===== src/rtl/bdu_pkg.sv =====
package bdu_pkg;
    localparam int NDIG     = 5;
    localparam int LINE_LEN = NDIG + 4;
    localparam int IDX_W    = $clog2(LINE_LEN);

    typedef logic [7:0] char_t;

    typedef struct packed {
        logic                 blank_n;
        logic                 zsup;
        logic                 plus;
        logic                 one;
        logic [NDIG-1:0][3:0] dig;
    } disp_word_t;

    localparam int BUS_W = $bits(disp_word_t);

    typedef logic [LINE_LEN-1:0][7:0] line_t;

    localparam char_t CH_CR   = 8'h0D;
    localparam char_t CH_LF   = 8'h0A;
    localparam char_t CH_SP   = 8'h20;
    localparam char_t CH_DASH = 8'h2D;
    localparam char_t CH_PLUS = 8'h2B;
    localparam char_t CH_ONE  = 8'h31;
    localparam char_t CH_ZERO = 8'h30;
    localparam char_t CH_BAD  = 8'h3F;
endpackage


===== src/rtl/bdu_capture.sv =====
module bdu_capture
    import bdu_pkg::*;
#(
    parameter int STABLE_CNT = 16
) (
    input  logic             clk,
    input  logic             rst,
    input  logic [BUS_W-1:0] bus_i,
    output disp_word_t       live_o,
    output disp_word_t       rd_o,
    output logic             have_o,
    output logic             cap_o
);
    localparam int CNT_W = $clog2(STABLE_CNT + 1);

    typedef struct packed {
        disp_word_t       s1;
        disp_word_t       s2;
        logic [CNT_W-1:0] cnt;
        logic             armed;
        disp_word_t       rd;
        logic             have;
    } cap_st_t;

    localparam cap_st_t CAP_RST = '{s1: '0, s2: '0, cnt: '0, armed: 1'b1, rd: '0, have: 1'b0};

    cap_st_t cap_d, cap_q;
    logic    take;

    always_comb begin
        cap_d    = cap_q;
        cap_d.s1 = bus_i;
        cap_d.s2 = cap_q.s1;
        if (cap_q.s1 == cap_q.s2) begin
            if (cap_q.cnt != CNT_W'(STABLE_CNT)) begin
                cap_d.cnt = cap_q.cnt + 1'b1;
            end
        end else begin
            cap_d.cnt = '0;
        end
        take = cap_q.armed && cap_q.s2.blank_n && (cap_q.cnt == CNT_W'(STABLE_CNT));
        if (!cap_q.s2.blank_n) begin
            cap_d.armed = 1'b1;
        end
        if (take) begin
            cap_d.rd    = cap_q.s2;
            cap_d.have  = 1'b1;
            cap_d.armed = 1'b0;
        end
    end

    always_ff @(posedge clk) begin
        if (rst) cap_q <= CAP_RST;
        else     cap_q <= cap_d;
    end

    assign live_o = cap_q.s2;
    assign rd_o   = cap_q.rd;
    assign have_o = cap_q.have;
    assign cap_o  = take;
endmodule


===== src/rtl/bdu_format.sv =====
module bdu_format
    import bdu_pkg::*;
(
    input  disp_word_t word_i,
    input  logic       ok_i,
    output line_t      line_o
);
    logic [NDIG:0]        lead;
    logic [NDIG-1:0][7:0] dch;

    assign lead[NDIG] = word_i.zsup && !word_i.one;

    for (genvar k = 0; k < NDIG; k++) begin : g_dig
        logic is_zero;
        assign is_zero = (word_i.dig[k] == 4'd0);
        assign lead[k] = lead[k+1] && is_zero;
        assign dch[k]  = (k != 0 && lead[k])       ? CH_SP  :
                         (word_i.dig[k] > 4'd9)     ? CH_BAD :
                         CH_ZERO + {4'd0, word_i.dig[k]};
    end

    always_comb begin
        line_o[0] = (ok_i && word_i.plus) ? CH_PLUS : CH_SP;
        line_o[1] = (ok_i && word_i.one)  ? CH_ONE  : CH_SP;
        for (int i = 0; i < NDIG; i++) begin
            line_o[2+i] = ok_i ? dch[NDIG-1-i] : CH_DASH;
        end
        line_o[LINE_LEN-2] = CH_CR;
        line_o[LINE_LEN-1] = CH_LF;
    end
endmodule


===== src/rtl/bdu_uart_tx.sv =====
module bdu_uart_tx #(
    parameter int CLKS_PER_BIT = 6667
) (
    input  logic       clk,
    input  logic       rst,
    input  logic       start_i,
    input  logic [7:0] data_i,
    output logic       busy_o,
    output logic       tx_o
);
    localparam int DIV_W      = $clog2(CLKS_PER_BIT);
    localparam int FRAME_BITS = 10;

    typedef struct packed {
        logic             busy;
        logic             tx;
        logic [8:0]       sh;
        logic [3:0]       nbit;
        logic [DIV_W-1:0] div;
    } utx_st_t;

    localparam utx_st_t UTX_RST = '{busy: 1'b0, tx: 1'b1, sh: '0, nbit: '0, div: '0};

    utx_st_t utx_d, utx_q;

    always_comb begin
        utx_d = utx_q;
        if (!utx_q.busy) begin
            if (start_i) begin
                utx_d.busy = 1'b1;
                utx_d.tx   = 1'b0;
                utx_d.sh   = {1'b1, data_i};
                utx_d.nbit = '0;
                utx_d.div  = '0;
            end
        end else if (utx_q.div == DIV_W'(CLKS_PER_BIT - 1)) begin
            utx_d.div = '0;
            if (utx_q.nbit == 4'(FRAME_BITS - 1)) begin
                utx_d.busy = 1'b0;
                utx_d.tx   = 1'b1;
            end else begin
                utx_d.tx   = utx_q.sh[0];
                utx_d.sh   = {1'b1, utx_q.sh[8:1]};
                utx_d.nbit = utx_q.nbit + 1'b1;
            end
        end else begin
            utx_d.div = utx_q.div + 1'b1;
        end
    end

    always_ff @(posedge clk) begin
        if (rst) utx_q <= UTX_RST;
        else     utx_q <= utx_d;
    end

    assign busy_o = utx_q.busy;
    assign tx_o   = utx_q.tx;
endmodule


===== src/rtl/bcd_disp_uart.sv =====
module bcd_disp_uart
    import bdu_pkg::*;
#(
    parameter int CLKS_PER_BIT = 6667,
    parameter int STABLE_CNT   = 16
) (
    input  logic             clk,
    input  logic             rst,
    input  logic [BUS_W-1:0] disp_bus_i,
    output logic             ser_tx_o
);
    typedef struct packed {
        logic [IDX_W-1:0] idx;
        line_t            line;
    } seq_st_t;

    seq_st_t    seq_d, seq_q;
    disp_word_t live_word, cap_word;
    logic       have, cap_stb, tx_busy, tx_start;
    char_t      tx_byte;
    line_t      fmt_line;
    logic [IDX_W-1:0] idx_w;
    line_t      line_w;

    bdu_capture #(.STABLE_CNT(STABLE_CNT)) u_cap (
        .clk    (clk),
        .rst    (rst),
        .bus_i  (disp_bus_i),
        .live_o (live_word),
        .rd_o   (cap_word),
        .have_o (have),
        .cap_o  (cap_stb)
    );

    bdu_format u_fmt (
        .word_i (cap_word),
        .ok_i   (have && live_word.blank_n),
        .line_o (fmt_line)
    );

    bdu_uart_tx #(.CLKS_PER_BIT(CLKS_PER_BIT)) u_tx (
        .clk     (clk),
        .rst     (rst),
        .start_i (tx_start),
        .data_i  (tx_byte),
        .busy_o  (tx_busy),
        .tx_o    (ser_tx_o)
    );

    always_comb begin
        seq_d    = seq_q;
        tx_start = !tx_busy;
        tx_byte  = (seq_q.idx == '0) ? fmt_line[0] : seq_q.line[seq_q.idx];
        if (tx_start) begin
            if (seq_q.idx == '0) begin
                seq_d.line = fmt_line;
            end
            seq_d.idx = (seq_q.idx == IDX_W'(LINE_LEN - 1)) ? '0 : seq_q.idx + 1'b1;
        end
    end

    always_ff @(posedge clk) begin
        if (rst) seq_q <= '0;
        else     seq_q <= seq_d;
    end

    assign idx_w  = seq_q.idx;
    assign line_w = seq_q.line;
endmodule


===== config.mk =====
export PLATFORM = sky130hd
export DESIGN_NAME = bcd_disp_uart
export DESIGN_NICKNAME = d
export VERILOG_FILES = /design/src/rtl/bdu_pkg.sv /design/src/rtl/bdu_capture.sv /design/src/rtl/bdu_format.sv /design/src/rtl/bdu_uart_tx.sv /design/src/rtl/bcd_disp_uart.sv
export SDC_FILE = /design/constraint.sdc
export NUM_CORES = 1
export LEC_CHECK = 0
export CAP_MARGIN = 20
export CELL_PAD_IN_SITES_DETAIL_PLACEMENT = 1
export CELL_PAD_IN_SITES_GLOBAL_PLACEMENT = 2
export CORE_MARGIN = 2
export CORE_UTILIZATION = 33
export DETAILED_ROUTE_END_ITERATION = 8
export DONT_BUFFER_PORTS = 1
export PLACE_DENSITY_LB_ADDON = 0.1
export SLEW_MARGIN = 20
export SYNTH_ARGS = -nofsm -noshare
export SYNTH_HDL_FRONTEND = slang
export SYNTH_SLANG_ARGS = --single-unit

===== constraint.sdc =====
create_clock -name clk -period 1.9 [get_ports clk]
set_input_delay 0.285 -clock clk [delete_from_list [all_inputs] [get_ports clk]]
set_output_delay 0.285 -clock clk [all_outputs]
set_load 0.01 [all_outputs]

# --- After elaboration in Yosys (flattened, before gate mapping) ---
# Index checks and enable logic that the tools add are counted.
# Widths: inputs -> output; s select.
totals:
  input_bits: 26
  ff_bits: 169
  elab_cells: 122
  output_inout_bits: 1
classes:
  eq_ne: 9
  reduce_logical: 22
  add_sub_neg: 9
  magnitude_cmp: 6
  n_bitwise: 3
  muxes: 28
ops:
  columns: ["cell", "n"]
  rows:
  - ["$mux 8", 16]
  - ["$add 6x4->7 const A", 5]
  - ["$bmux 8 s4", 1]
  - ["$mux 28", 1]
  - ["$mux 13", 2]
  - ["$mux 26", 1]
  - ["$eq 24x24->1", 1]
  - ["$gt 4x4->1 const B", 5]
  - ["$logic_not 4->1", 5]
  - ["$mux 15", 1]
  - ["$add 13x1->13 const B", 1]
  - ["$eq 13x13->1 const B", 1]
  - ["$logic_and 1x1->1", 10]
  - ["$add 4x1->4 const B", 2]
  - ["$eq 4x4->1 const B", 2]
  - ["$mux 4", 2]
  - ["$ne 2x2->1 const B", 3]
  - ["$reduce_and 2->1", 3]
  - ["$add 5x1->5 const B", 1]
  - ["$eq 5x5->1 const B", 1]
  - ["$lt 4x5->1 const B", 1]
  - ["$mux 5", 1]
  - ["$ne 5x5->1 const B", 1]
  - ["$reduce_or 2->1", 2]
  - ["4 further kinds", 8]

# --- Logic depth before layout (Yosys ltp) ---
depth:
  word_depth: 8
  ltp_mapped: 11
  ltp_nobuf: 7

# --- Cells and area by module ---
# Synthesis repeated with hierarchy kept, for this count alone.
hier_totals:
  cells_unflattened: 990
  area_unflattened_um2: 8847.2
modules_own_cells:
  columns: ["module", "area_each_um2", "cells_per_inst", "n_inst"]
  rows:
  - ["bcd_disp_uart", 3611.0, 417, 1]
  - ["bdu_capture", 3130.5, 314, 1]
  - ["bdu_uart_tx", 1471.4, 166, 1]
  - ["bdu_format", 634.4, 93, 1]

# --- Worst setup path after synthesis ---
# No wires, ideal clock.
synth_timing:
  path_type: "register -> register"
  from: "register seq_q (netlist bit idx_w[1])"
  to: "register seq_q (netlist bit line_w[44])"
  arrival_ns: 1.870
  stages_incl_launch_ff: 11
  n_path_buf: 4
  slack_ns: -0.041
  path_cell_list: "dfxtp_1 -> buf_6 -> buf_2 -> inv_1 -> ha_1 -> nor4bb_2 -> and3b_1 -> buf_2 -> buf_6 -> o21ai_1 -> a21oi_1"
synth_between:
  elab_chain_cells: 2
synth_rtl:
  columns: ["element", "line_no", "rtl"]
  rows:
  - ["start, declared", "bcd_disp_uart.sv:17", "seq_st_t seq_d, seq_q;"]
  - ["start signal, assigned", "bcd_disp_uart.sv:64", "else seq_q <= seq_d;"]
  - ["$logic_not 4->1", "bcd_disp_uart.sv:55", "if (seq_q.idx == '0) begin"]
  - ["$reduce_and 2->1 (no line)", null, null]
# No other way between the ends.
# A chain may end at the register's enable or synchronous reset.

# --- Worst setup path after layout ---
layout_timing:
  from: "register u_tx.utx_q[0] (netlist name)"
  to: "register u_tx.utx_q[8] (netlist name)"
layout_between:
  elab_chain_cells: 2
  elab_cells_between_ends: 3
layout_rtl:
  columns: ["element", "line_no", "rtl"]
  rows:
  - ["start, declared", "bdu_uart_tx.sv:24", "utx_st_t utx_d, utx_q;"]
  - ["start signal, assigned", "bdu_uart_tx.sv:53", "else utx_q <= utx_d;"]
  - ["branches (longest 2 deep; another with $add 13x1->13)", null, null]
# Parallel ways; which one is timed is not known.

==> metrics.cfg <==
[setup_path]
cp-endpoint = u_tx.utx_q[8]$_SDFF_PP0_
critPathTopFamily = simple AND/OR/NAND/NOR gates
path_class = register to register
cp.buffers_inverters = 1
timing.critical_path.from = u_tx.utx_q[0]$_SDFF_PP0_
cp_max_fo = 13
rrSetupSlack_ns = 0.15
reg2regPathDepth = 6
cpPeakStageDelay_ns = 0.42
critPathRequiredTime_ns = 2.24
worst_r2r_endpoint = u_tx.utx_q[8]$_SDFF_PP0_
path_cells = inv_1 -> ha_1 -> and4bb_2 -> and3_1 -> or2_2 -> nor2_1
critPathLaunchType = register
endpoint_kind = register
arrival_ns = 2.10
r2r_start = u_tx.utx_q[0]$_SDFF_PP0_
cp.depth = 6
critical_path.slowest_cell = or2_2

[global_routing]
grt_pass1_wl_um = 22740
grtUsageTotal_pct = 16.28
grt_pass1_vias = 4314
grt_max_degree = 84
grt_overflow = 0
antenna_found_initial = 0

[finish]
drive_gt1_share_pct = 10.45
final_common_cell = dfxtp_1
final_core_util_pct = 40.86
antennaDiodeCount = 0
final_nets = 681
final_cell_mix = 138 x dfxtp_1, 70 x nor2_1, 63 x nand2_1
fillCellCount = 1907
syn_to_final_growth_pct = 21.39

[drt]
drt_wl_total_um = 13620
ant_nets = 0
drt-wirelength-per-cell_um = 15.47
drc_errors = 0
vias = 4236
viasPerCell = 4.814
drt-initial-drc-count = 178
first_pass_iters = 4

[synth]
synth-seq-cells = 138
synthArstFlopShare_pct = 0
synth_area_sq_um = 5582
yosysUniqueCellTypes = 54
synth_warnings = 0
syn_avg_cell_area_sq_um = 9.105
synth_flop_cell = dfxtp_1
synth_edf_count = 0
synthCells = 613
syn_nets = 647
synth-seq-area-share_pct = 49.50

[power]
powerDensity_nw_per_um2 = 981.6
power.leakage_uw = 0.002516
ir_drop_mv = 0.6193

[clock_tree]
clock_latency_ns = 0.42
cts_sinks = 138
cts_max_level = 4
clk_path_buf_depth = 2
post_cts_buffers = 0
cts_buffers = 17
path_clk_slew_ns = 0.06
cts_tree = built
root_buffer = clkbuf_16

[placement]
port_buffers = 0
hpwlAfterDp_um = 9352
gp_congestion = 0.6952

[sta]
hold_viol = 0
min_period_over_period_pct = 92.25
clock-skew-final_ns = 0.01079
worstMarginPinSlew_ns = 0.4455
finalMaxSlewViolations = 0
setup_viol = 0
period_minus_slack_ns = 1.753
rsz0062_at_grt = false
maxSlewHeadroom_pct = 70.26
fin_setup_tns_ns = 0
fmax_mhz = 570.6

[die]
die-area_sq_um = 17970
initial_core_util_pct = 33.66
rows = 47
core_sq_um = 16580
die-width_um = 134.1
die-height_um = 134.1
io_pins = 27

[status]
status = completed

[run]
max_cap_viol_count = 0

[worst_hold_path]
hold_class = input pin to register

## routing by layer
layer | vias up | share of wire [%] | track usage [%]
li1 | 2140 | - | -
met1 | 2046 | 49 | 21.73
met2 | 45 | 47 | 26.27
met3 | 5 | 2.5 | 4.082
met4 | 0 | 0.60 | 4.561
met5 | - | 0 | 0
## cell families (layout without fill, tap and decap cells)
group / Yosys count / in the layout / synth area share, %
adders and majority gates: 8 / 8 / 1.793
muxes: 19 / 19 / 3.721
and+or+nand+nor: 253 / 253 / 23.09
DFF: 138 / 138 / 49.50
buffers and inverters: 57 / 104 / 4.864
AOI/OAI and AO/OA: 101 / 101 / 11.23
xor gates and xnor gates: 37 / 37 / 5.806
## cell type report
| cell class | instances | area, sq um | share of cell area, % |
|---|---|---|---|
| clock buffers | 17 | 425.4 | 6.279 |
| clock inverters | 15 | 157.7 | 2.327 |
| inverters | 20 | 75.07 | 1.108 |
| multi-input cells | 418 | 2561 | 37.80 |
| flip-flops and latches | 138 | 2763 | 40.78 |
| well taps | 220 | 275.3 | 4.063 |
| repair buffers | 52 | 518.0 | 7.645 |
## worst reg2reg max path, delay by kind of cell (launching register included)
kind,cells,cell delay [ns]
and+or+nand+nor,4,1.04
DFF,1,0.40
adders and majority gates,1,0.18
buffers and inverters,1,0.07
## per-stage QoR
| stage | power [uW] | instances | setup WS (ns) | instance area [sq um] | hold slack, ns |
|---|---|---|---|---|---|
| floorplan | 3385 | 613 | 0.02032 | 5595 | 0.4132 |
| global placement | 3444 | 814 | 0.1824 | 5832 | 0.3654 |
| detailed placement | 3456 | 814 | 0.1138 | 5832 | 0.3670 |
| CTS | 6759 | 879 | 0.09328 | 6763 | 0.002027 |
| global route | 6944 | 880 | 0.02228 | 6775 | 0.01318 |
| finish | 6650 | 880 | 0.1473 | 6775 | 0.01454 |
## cell usage after synthesis, types with 2 or more instances
cell | count | area, sq um
nand4_1 | 11 | 68.82
nor4_1 | 5 | 31.28
dfxtp_1 | 138 | 2763
buf_2 | 7 | 35.03
ha_1 | 8 | 100.1
a311oi_1 | 10 | 87.58
a211oi_1 | 2 | 15.01
or3_1 | 6 | 37.54
nor3_1 | 9 | 45.04
nand2b_1 | 5 | 31.28
and3_1 | 4 | 25.02
clkbuf_1 | 21 | 78.83
a21oi_2 | 2 | 17.52
a22oi_1 | 4 | 30.03
o2bb2ai_1 | 2 | 17.52
nor2_1 | 71 | 266.5
a21oi_1 | 49 | 245.2
xor2_1 | 19 | 166.4
nand3_1 | 10 | 50.05
xnor2_1 | 18 | 157.7
buf_4 | 5 | 37.54
a31oi_1 | 8 | 50.05
mux2i_1 | 14 | 140.1
and2_1 | 3 | 18.77
nand2_1 | 63 | 236.5
o211ai_1 | 2 | 15.01
mux2_2 | 4 | 45.04
nand3b_1 | 3 | 22.52
nor2b_1 | 50 | 312.8
buf_6 | 4 | 45.04
inv_1 | 20 | 75.07
o21ai_0 | 12 | 60.06
a221oi_1 | 3 | 26.28
## state kept, by name, summed over array words and instances (netlist names)
signal and flops:
u_cap.rd_o 23, idx_w 4, u_cap.live_o 24, u_cap.have_o 1, u_tx.utx_q 26, u_tx.tx_o 1, u_tx.busy_o 1, line_w 28
u_cap.cap_d 24, u_cap.cap_q 6
## timing repair
item                                    4_1_cts  5_1_grt
endpoints found under the setup margin        0        5
hold buffers                                 33        1
endpoints found under the hold margin       112        1
gates resized for setup                       0        2
## where the power goes
part	internal, uW	switching [uW]	leakage, uW	total, uW
clock	1750	1440	0.000275	3180
sequential	2990	68.0	0.00113	3060
combinational	206	201	0.00111	407
total	4940	1710	0.00252	6650
## worst min path at each step
| stage | slack, ns | cells after the start | end | startpoint |
|---|---|---|---|---|
| global route | 0.01 | 1 | u_cap.cap_d[42]$_SDFF_PP0_ | disp_bus_i[11] |
| global placement | 0.37 | 1 | u_cap.rd_o[3]$_SDFFE_PP0P_ | rst |
| floorplan | 0.41 | 1 | u_cap.cap_d[31]$_SDFF_PP0_ | disp_bus_i[0] |
| CTS | 0.002 | 1 | u_cap.cap_d[42]$_SDFF_PP0_ | disp_bus_i[11] |
| finish | 0.01 | 1 | u_cap.cap_d[42]$_SDFF_PP0_ | disp_bus_i[11] |
| detailed placement | 0.37 | 1 | u_cap.cap_d[40]$_SDFF_PP0_ | rst |
(Power assumes the default switching activity.)
